$ cat config.mk
export PLATFORM = sky130hd
export DESIGN_NAME = delay_autocorr
export DESIGN_NICKNAME = d
export VERILOG_FILES = /design/src/rtl/acorr_pkg.sv /design/src/rtl/acorr_lag_line.sv /design/src/rtl/acorr_cmul.sv /design/src/rtl/acorr_window.sv /design/src/rtl/delay_autocorr.sv
export SDC_FILE = /design/constraint.sdc
export NUM_CORES = 2
export LEC_CHECK = 0
export CAP_MARGIN = 20
export CORE_UTILIZATION = 35
export CTS_CLUSTER_DIAMETER = 80
export DETAILED_ROUTE_END_ITERATION = 12
export PLACE_DENSITY = 0.6
export SYNTH_ARGS = -nofsm -noshare
export SYNTH_HDL_FRONTEND = slang
export SYNTH_SLANG_ARGS = --single-unit
$ cat constraint.sdc
create_clock -name clk -period 9.5 [get_ports clk]
set_input_delay 1.425 -clock clk [delete_from_list [all_inputs] [get_ports clk]]
set_output_delay 1.425 -clock clk [all_outputs]
set_load 0.05 [all_outputs]
$ cat src/rtl/acorr_pkg.sv
// Shared constants and width helpers for the lag autocorrelator.
package acorr_pkg;
    // Container width of one sample component on the input ports.
    localparam int CONT_W = 16;
    // Significant two's-complement bits within the container.
    localparam int SMP_W  = 10;

    // Width of one complex lag product component: two SMP_W x SMP_W terms summed.
    function automatic int prod_w(input int smp_w);
        return 2 * smp_w + 1;
    endfunction

    // Width of the window accumulator that cannot overflow for a window of win products.
    function automatic int acc_w(input int smp_w, input int win);
        return prod_w(smp_w) + $clog2(win);
    endfunction
endpackage

$ cat src/rtl/acorr_lag_line.sv
// Circular delay line of LAG+1 entries that returns the sample accepted LAG
// pushes ago. Assumes LAG >= 1 and that push is never high during a clear.
// Before LAG pushes have occurred since clear/reset, the output reads as zero.
module acorr_lag_line #(
    parameter int LAG = 8,
    parameter int W   = 10
) (
    input  logic                clk,
    input  logic                rst_n,
    input  logic                clr,
    input  logic                push,
    input  logic signed [W-1:0] din_re,
    input  logic signed [W-1:0] din_im,
    output logic signed [W-1:0] dly_re,
    output logic signed [W-1:0] dly_im
);
    localparam int DEPTH  = LAG + 1;
    localparam int PTR_W  = $clog2(DEPTH);
    localparam int FILL_W = $clog2(LAG + 1);
    localparam logic [PTR_W-1:0]  LAST = PTR_W'(LAG);
    localparam logic [FILL_W-1:0] FULL = FILL_W'(LAG);

    logic signed [W-1:0] mem_re [DEPTH];
    logic signed [W-1:0] mem_im [DEPTH];
    logic [PTR_W-1:0]    wr_idx;
    logic [PTR_W-1:0]    rd_idx;
    logic [FILL_W-1:0]   fill;

    // Advance write then read index on each push, wrapping after the last entry.
    always_ff @(posedge clk) begin
        if (!rst_n || clr) begin
            wr_idx <= '0;
            rd_idx <= PTR_W'(1);
        end else if (push) begin
            wr_idx <= (wr_idx == LAST) ? '0 : wr_idx + 1'b1;
            rd_idx <= (rd_idx == LAST) ? '0 : rd_idx + 1'b1;
        end
    end

    // Count pushes up to LAG to know when the delayed entry holds real history.
    always_ff @(posedge clk) begin
        if (!rst_n || clr) begin
            fill <= '0;
        end else if (push && fill != FULL) begin
            fill <= fill + 1'b1;
        end
    end

    // Store the incoming sample at the write index.
    always_ff @(posedge clk) begin
        if (push) begin
            mem_re[wr_idx] <= din_re;
            mem_im[wr_idx] <= din_im;
        end
    end

    // Present the LAG-old sample, or zero while the line is still filling.
    always_comb begin
        dly_re = (fill == FULL) ? mem_re[rd_idx] : '0;
        dly_im = (fill == FULL) ? mem_im[rd_idx] : '0;
    end

    // the read index always sits one entry ahead of the write index.
    a_r3_idx_gap: assert property (@(posedge clk) disable iff (!rst_n)
        rd_idx == ((wr_idx == LAST) ? '0 : wr_idx + 1'b1));

    // the write index returns to entry 0 after the last entry.
    a_r3_wrap: assert property (@(posedge clk) disable iff (!rst_n)
        (push && !clr && wr_idx == LAST) |=> (wr_idx == '0));

    // without a push the fill level does not move.
    a_r8_fill_hold: assert property (@(posedge clk) disable iff (!rst_n)
        (!push && !clr) |=> $stable(fill));
endmodule

$ cat src/rtl/acorr_cmul.sv
// Registered conjugate product stage: p = a * conj(b), full precision.
// Assumes signed W-bit operands; the result is 2W+1 bits per component.
module acorr_cmul #(
    parameter int W = 10
) (
    input  logic                  clk,
    input  logic                  rst_n,
    input  logic                  clr,
    input  logic                  in_v,
    input  logic signed [W-1:0]   a_re,
    input  logic signed [W-1:0]   a_im,
    input  logic signed [W-1:0]   b_re,
    input  logic signed [W-1:0]   b_im,
    output logic                  out_v,
    output logic signed [2*W:0]   p_re,
    output logic signed [2*W:0]   p_im
);
    localparam int MW = 2 * W;

    logic signed [MW-1:0] ax_re, ax_im, bx_re, bx_im;
    logic signed [MW-1:0] m_rr, m_ii, m_ir, m_ri;

    // Sign-extend operands and form the four partial products.
    always_comb begin
        ax_re = {{W{a_re[W-1]}}, a_re};
        ax_im = {{W{a_im[W-1]}}, a_im};
        bx_re = {{W{b_re[W-1]}}, b_re};
        bx_im = {{W{b_im[W-1]}}, b_im};
        m_rr  = ax_re * bx_re;
        m_ii  = ax_im * bx_im;
        m_ir  = ax_im * bx_re;
        m_ri  = ax_re * bx_im;
    end

    // Move the valid flag along; a clear drops the sample in flight.
    always_ff @(posedge clk) begin
        if (!rst_n || clr) out_v <= 1'b0;
        else               out_v <= in_v;
    end

    // Combine partial products into the conjugate product components.
    always_ff @(posedge clk) begin
        if (in_v) begin
            p_re <= {m_rr[MW-1], m_rr} + {m_ii[MW-1], m_ii};
            p_im <= {m_ir[MW-1], m_ir} - {m_ri[MW-1], m_ri};
        end
    end

    // a zero delayed operand yields a zero product.
    a_r4_zero_delay: assert property (@(posedge clk) disable iff (!rst_n)
        (in_v && b_re == '0 && b_im == '0) |=> (p_re == '0 && p_im == '0));
endmodule

$ cat src/rtl/acorr_window.sv
// Recursive sliding-window sum over the last WIN products. A circular line of
// WIN entries returns the product leaving the window; entries not yet written
// since clear/reset read as zero. Assumes WIN >= 2.
module acorr_window #(
    parameter int WIN = 16,
    parameter int PW  = 21
) (
    input  logic                               clk,
    input  logic                               rst_n,
    input  logic                               clr,
    input  logic                               in_v,
    input  logic signed [PW-1:0]               p_re,
    input  logic signed [PW-1:0]               p_im,
    output logic                               out_v,
    output logic signed [PW+$clog2(WIN)-1:0]   sum_re,
    output logic signed [PW+$clog2(WIN)-1:0]   sum_im
);
    localparam int AW     = PW + $clog2(WIN);
    localparam int PTR_W  = $clog2(WIN);
    localparam int FILL_W = $clog2(WIN + 1);
    localparam logic [PTR_W-1:0]  LAST = PTR_W'(WIN - 1);
    localparam logic [FILL_W-1:0] FULL = FILL_W'(WIN);

    logic signed [PW-1:0] hist_re [WIN];
    logic signed [PW-1:0] hist_im [WIN];
    logic [PTR_W-1:0]     idx;
    logic [FILL_W-1:0]    fill;
    logic signed [PW-1:0] old_re, old_im;
    logic signed [AW-1:0] add_re, add_im, sub_re, sub_im;

    // Pick the product leaving the window, zero while the line is filling.
    always_comb begin
        old_re = (fill == FULL) ? hist_re[idx] : '0;
        old_im = (fill == FULL) ? hist_im[idx] : '0;
        add_re = {{(AW-PW){p_re[PW-1]}}, p_re};
        add_im = {{(AW-PW){p_im[PW-1]}}, p_im};
        sub_re = {{(AW-PW){old_re[PW-1]}}, old_re};
        sub_im = {{(AW-PW){old_im[PW-1]}}, old_im};
    end

    // Update the running sums and the output valid flag.
    always_ff @(posedge clk) begin
        if (!rst_n || clr) begin
            sum_re <= '0;
            sum_im <= '0;
            out_v  <= 1'b0;
        end else begin
            out_v <= in_v;
            if (in_v) begin
                sum_re <= sum_re + add_re - sub_re;
                sum_im <= sum_im + add_im - sub_im;
            end
        end
    end

    // Advance the product line index and its fill count.
    always_ff @(posedge clk) begin
        if (!rst_n || clr) begin
            idx  <= '0;
            fill <= '0;
        end else if (in_v) begin
            idx <= (idx == LAST) ? '0 : idx + 1'b1;
            if (fill != FULL) fill <= fill + 1'b1;
        end
    end

    // Store the newest product over the one that just left.
    always_ff @(posedge clk) begin
        if (in_v) begin
            hist_re[idx] <= p_re;
            hist_im[idx] <= p_im;
        end
    end

    // with no product arriving the sums stay put.
    a_r8_sum_hold: assert property (@(posedge clk) disable iff (!rst_n)
        (!in_v && !clr) |=> ($stable(sum_re) && $stable(sum_im)));

    // a clear leaves zero sums and no valid output.
    a_r9_clear_zero: assert property (@(posedge clk) disable iff (!rst_n)
        clr |=> (sum_re == '0 && sum_im == '0 && !out_v));
endmodule

$ cat src/rtl/delay_autocorr.sv
// Top of the lag autocorrelator. Stage 1 captures the new sample with its
// LAG-old partner, stage 2 forms the conjugate product, stage 3 updates the
// window sum. Assumes one sample per clock at most, LAG >= 1, WIN >= 2.
module delay_autocorr #(
    parameter int LAG    = 8,
    parameter int WIN    = 16,
    parameter int CONT_W = acorr_pkg::CONT_W,
    parameter int SMP_W  = acorr_pkg::SMP_W
) (
    input  logic                                          clk,
    input  logic                                          rst_n,
    input  logic                                          clr,
    input  logic                                          in_valid,
    input  logic [CONT_W-1:0]                             in_re,
    input  logic [CONT_W-1:0]                             in_im,
    output logic                                          out_valid,
    output logic signed [acorr_pkg::acc_w(SMP_W, WIN)-1:0] out_re,
    output logic signed [acorr_pkg::acc_w(SMP_W, WIN)-1:0] out_im
);
    localparam int PW = acorr_pkg::prod_w(SMP_W);

    logic                    accept;
    logic signed [SMP_W-1:0] x_re, x_im, d_re, d_im;
    logic signed [SMP_W-1:0] s1_x_re, s1_x_im, s1_d_re, s1_d_im;
    logic                    s1_v;
    logic                    s2_v;
    logic signed [PW-1:0]    s2_p_re, s2_p_im;
    logic                    unused_hi;

    // Extract the significant sample bits; a clear blocks acceptance.
    always_comb begin
        accept    = in_valid && !clr;
        x_re      = in_re[SMP_W-1:0];
        x_im      = in_im[SMP_W-1:0];
        unused_hi = ^{in_re[CONT_W-1:SMP_W], in_im[CONT_W-1:SMP_W]};
    end

    acorr_lag_line #(.LAG(LAG), .W(SMP_W)) lag_i (
        .clk(clk), .rst_n(rst_n), .clr(clr), .push(accept),
        .din_re(x_re), .din_im(x_im), .dly_re(d_re), .dly_im(d_im)
    );

    // Stage 1: hold the current sample beside its delayed partner.
    always_ff @(posedge clk) begin
        if (!rst_n || clr) s1_v <= 1'b0;
        else               s1_v <= accept;
        if (accept) begin
            s1_x_re <= x_re;
            s1_x_im <= x_im;
            s1_d_re <= d_re;
            s1_d_im <= d_im;
        end
    end

    acorr_cmul #(.W(SMP_W)) mul_i (
        .clk(clk), .rst_n(rst_n), .clr(clr), .in_v(s1_v),
        .a_re(s1_x_re), .a_im(s1_x_im), .b_re(s1_d_re), .b_im(s1_d_im),
        .out_v(s2_v), .p_re(s2_p_re), .p_im(s2_p_im)
    );

    acorr_window #(.WIN(WIN), .PW(PW)) win_i (
        .clk(clk), .rst_n(rst_n), .clr(clr), .in_v(s2_v),
        .p_re(s2_p_re), .p_im(s2_p_im),
        .out_v(out_valid), .sum_re(out_re), .sum_im(out_im)
    );

    // an accepted sample with no clear behind it shows up after two more edges.
    a_r7_latency: assert property (@(posedge clk) disable iff (!rst_n)
        (in_valid && !clr) ##1 !clr ##1 !clr |=> out_valid);

    // a clear suppresses the output valid on the next cycle.
    a_r9_no_valid_after_clr: assert property (@(posedge clk) disable iff (!rst_n)
        clr |=> !out_valid);
endmodule

==> results_dict.tcl <==
set metrics [dict create \
    synthFlopType "edfxtp_1" \
    power.density_nw_per_um2 376 \
    dr.first_iter.drc_count 2278 \
    ys_warn_count 0 \
    die_y_um 410 \
    cp-start-kind "flip-flop" \
    final-setup-viol-count 0 \
    period_needed_ns 7.48 \
    failed_checks "design-rule violations" \
    grt_pass1_vias 33718 \
    reg2reg_from "s1_x_re[9]" \
    status "finished, violations left" \
    pin_count 87 \
    cp-end-kind "flip-flop" \
    clkSinkCount 1012 \
    ir_worst_vdd_uv 771 \
    clock_latency_ns 0.73 \
    period_share_pct 78.7 \
    via_per_inst 4.92 \
    relSlewSlack_pct 29.9 \
    htree_levels 3 \
    fillers 15421 \
    grt_util_all_layers_pct 16.2 \
    cts_hold_buf 0 \
    dpl.hpwl_mm 82.7 \
    drt-pass1-iter-count 11 \
    hp-class "flip-flop to flip-flop" \
    cts_tree "done" \
    syn-num-nets 4819 \
    cts_setup_buffers 0 \
    wirelength_mm 133 \
    intPower_uw 14400 \
    syn_area_um2 58300 \
    p_leak_uw 0.0243 \
    critPathLaunch "s1_x_re[9]" \
    slew_viol_final 0 \
    overflow 0 \
    register_area_um2 29600 \
    setup_slack_ns 2.02 \
    post_cts_resized 0 \
    clk_path_buf_depth 3 \
    power.share.combinational_pct 57.5 \
    port_buffers 74 \
    tightest_slew_ns 1.05 \
    initial_core_util_pct 35.3 \
    ant_nets 0 \
    async_flop_share_pct 0 \
    cts_root_buf "clkbuf_16" \
    rows 149 \
    power.switching_uw 10100 \
    synth_seq_cells 1012 \
    cp_max_fo 20 \
    routedWlPerCell_um 20.7 \
    p_sw_share_pct 41.1 \
    ys_types 70 \
    power_frac_seq_pct 26.3 \
    cts.clk_slew.worst_paths_ns 0.06 \
    fin_nets 4889 \
    area_growth_pct 11.5 \
    min_from "win_i.fill[1]" \
    die_area_um2 168000 \
    cp.required_ns 9.91 \
    crit_type "flip-flop to flip-flop" \
    max_cap_viol_count 0 \
    finalSetupTns_ns 0 \
    power_frac_clock_pct 16.2 \
    gp_congestion 0.791 \
    cp.arrival_ns 7.89 \
    cts_buffers 104 \
    netlist_instances 4058 \
    syn_avg_cell_area_um2 14.4 \
    skew_ns 0.0536 \
    synth_edf_count 934 \
    hold_viol 0 \
    via_count 31558 \
    post-place-ws_ns 2.01 \
    die_x_um 410 \
    fmax_mhz 134 \
    yosysSeqAreaShare_pct 50.8 \
    core_area_um2 165000 \
    antenna_found_initial 4 \
    grt_max_degree 113 \
    multi_input_area_um2 25300 \
    layout-drive-gt1-share_pct 11.9 \
    rsz0062_at_grt "false" \
    drc 12 \
    grt_pass1_wl_mm 206 \
]
==> flip-flops by register name, indices dropped and copies added (netlist names), named ones only <==
name	count
lag_i.mem_re	90
lag_i.mem_im	90
win_i.fill	5
mul_i.p_im	21
win_i.sum_im	25
lag_i.rd_idx	4
s1_d_re	10
win_i.out_v	1
lag_i.wr_idx	4
win_i.sum_re	25
win_i.hist_re	336
mul_i.out_v	1
s1_x_im	10
s1_x_re	10
win_i.idx	4
s1_d_im	10
lag_i.fill	4
win_i.hist_im	336
s1_v	1
mul_i.p_re	21
==> worst max-delay path: stages (launching register included) <==
cell	delay, ns
edfxtp_1	0.87
nand2_1	0.60
fa_1	0.67
inv_1	0.05
fa_1	0.45
fa_1	0.51
inv_1	0.05
fa_1	0.50
fa_1	0.49
inv_1	0.05
fa_1	0.48
inv_1	0.05
fa_1	0.43
ha_1	0.35
a21o_1	0.20
a21oi_1	0.17
and3_1	0.22
o31ai_1	0.12
or4_1	0.44
a31o_1	0.22
a21oi_1	0.16
xnor2_1	0.10
==> cell families after synthesis <==
group           after synthesis  synth area share (%)
compound gates              237                  2.72
xor+xnor                    102                  1.53
fa+ha+maj                   725                  22.0
buf+inv                     906                  5.84
flops                      1012                  50.8
mux                         298                  10.4
simple gates                778                  6.66
==> path summary, 6_finish.rpt <==
| check | endpoint | slack [ns] | depth (start not counted) |
|---|---|---|---|
| worst max register to register | mul_i.p_im[20] | 2.02 | 21 |
| worst min-delay path | win_i.fill[1] | 0.50 | 2 |
| worst max-delay path | mul_i.p_im[20] | 2.02 | 21 |
| worst min register to register | win_i.fill[1] | 0.50 | 2 |
==> power by group through the flow <==
| stage | registers [uW] | logic [uW] | clock network [uW] |
|---|---|---|---|
| global route | 6490 | 16200 | 4200 |
| global placement | 6510 | 14000 | 0 |
| CTS | 6440 | 14300 | 4040 |
| detailed placement | 6540 | 14200 | 0 |
| floorplan | 6330 | 10800 | 0 |
| finish | 6430 | 14100 | 3950 |
==> metal layers <==
layer	up-vias	GRT usage (%)	wire length [um]
li1	13988	-	-
met1	16695	22.0	58500
met2	715	27.2	64800
met3	154	2.44	6820
met4	6	3.76	2730
met5	-	0	45
==> cell type report <==
type / instances / area share [%]
Antenna cell: 3 / 0.0115
Clock buffer: 132 / 4.23
Clock inverter: 62 / 0.866
Inverter: 734 / 4.24
Multi-Input combinational cell: 2140 / 39.0
Sequential cell: 1012 / 45.6
Tap cell: 2189 / 4.21
Timing Repair Buffer: 136 / 1.91
==> per-stage QoR <==
step / total power (uW) / util [%] / instances / hold slack [ns] / cell area (um^2)
floorplan: 17100 / - / 4058 / 0.466 / 58300
global placement: 20500 / 37.4 / 6211 / 0.480 / 61700
detailed placement: 20700 / 37.4 / 6211 / 0.486 / 61700
CTS: 24800 / 39.4 / 6405 / 0.495 / 65000
global route: 26900 / 39.4 / 6406 / 0.534 / 65000
finish: 24500 / 39.4 / 6408 / 0.497 / 65000
==> synth_stat cells, types with 5 or more instances <==
master	instances	area share, %
dfxtp_1	78	2.7
xnor2_1	79	1.2
buf_1	32	0.21
nand2_1	226	1.5
nor3_1	20	0.17
a21oi_1	83	0.71
xor2_1	23	0.35
ha_1	223	4.8
o21ai_0	14	0.12
or2_2	6	0.064
edfxtp_1	934	48
fa_1	502	17
nor2_1	164	1.1
o21ai_1	12	0.10
o2111ai_1	6	0.090
a21o_1	21	0.27
inv_1	734	4.7
mux4_2	248	9.6
o31ai_1	9	0.12
a211oi_1	17	0.22
nor2b_1	54	0.58
and3_1	13	0.14
o21bai_1	8	0.10
mux2i_1	49	0.84
o21a_1	16	0.21
a31oi_1	9	0.097
nand4_1	10	0.11
a211o_1	5	0.075
and2_1	219	2.4
nand3_1	22	0.19
nand2b_1	18	0.19
clkbuf_1	136	0.88
==> placed cells by master (no fill, tap or decap), types with 9 or more instances in the layout <==
cell type        count
o21a_1              16
clkbuf_1            25
a31oi_1              9
inv_1              734
and2_1             203
xnor2_1             79
clkbuf_16          105
mux2i_1             49
nand2b_1            17
clkinv_2            15
dfxtp_1             70
a211oi_1            17
a21o_1              21
and3_1              13
clkdlybuf4s50_1     74
fa_1               502
nor2b_1             52
mux4_2             248
nor2_1             164
a21oi_1             83
ha_1               223
nand4_1             10
clkinv_1            23
o31ai_1              9
buf_4               59
nand3_1             22
nor3_1              20
xor2_1              23
o21ai_1             12
edfxtp_1           934
nand2_1            226
o21ai_0             14
and2_2              16
Note: power is estimated with default switching activity, not from simulation.
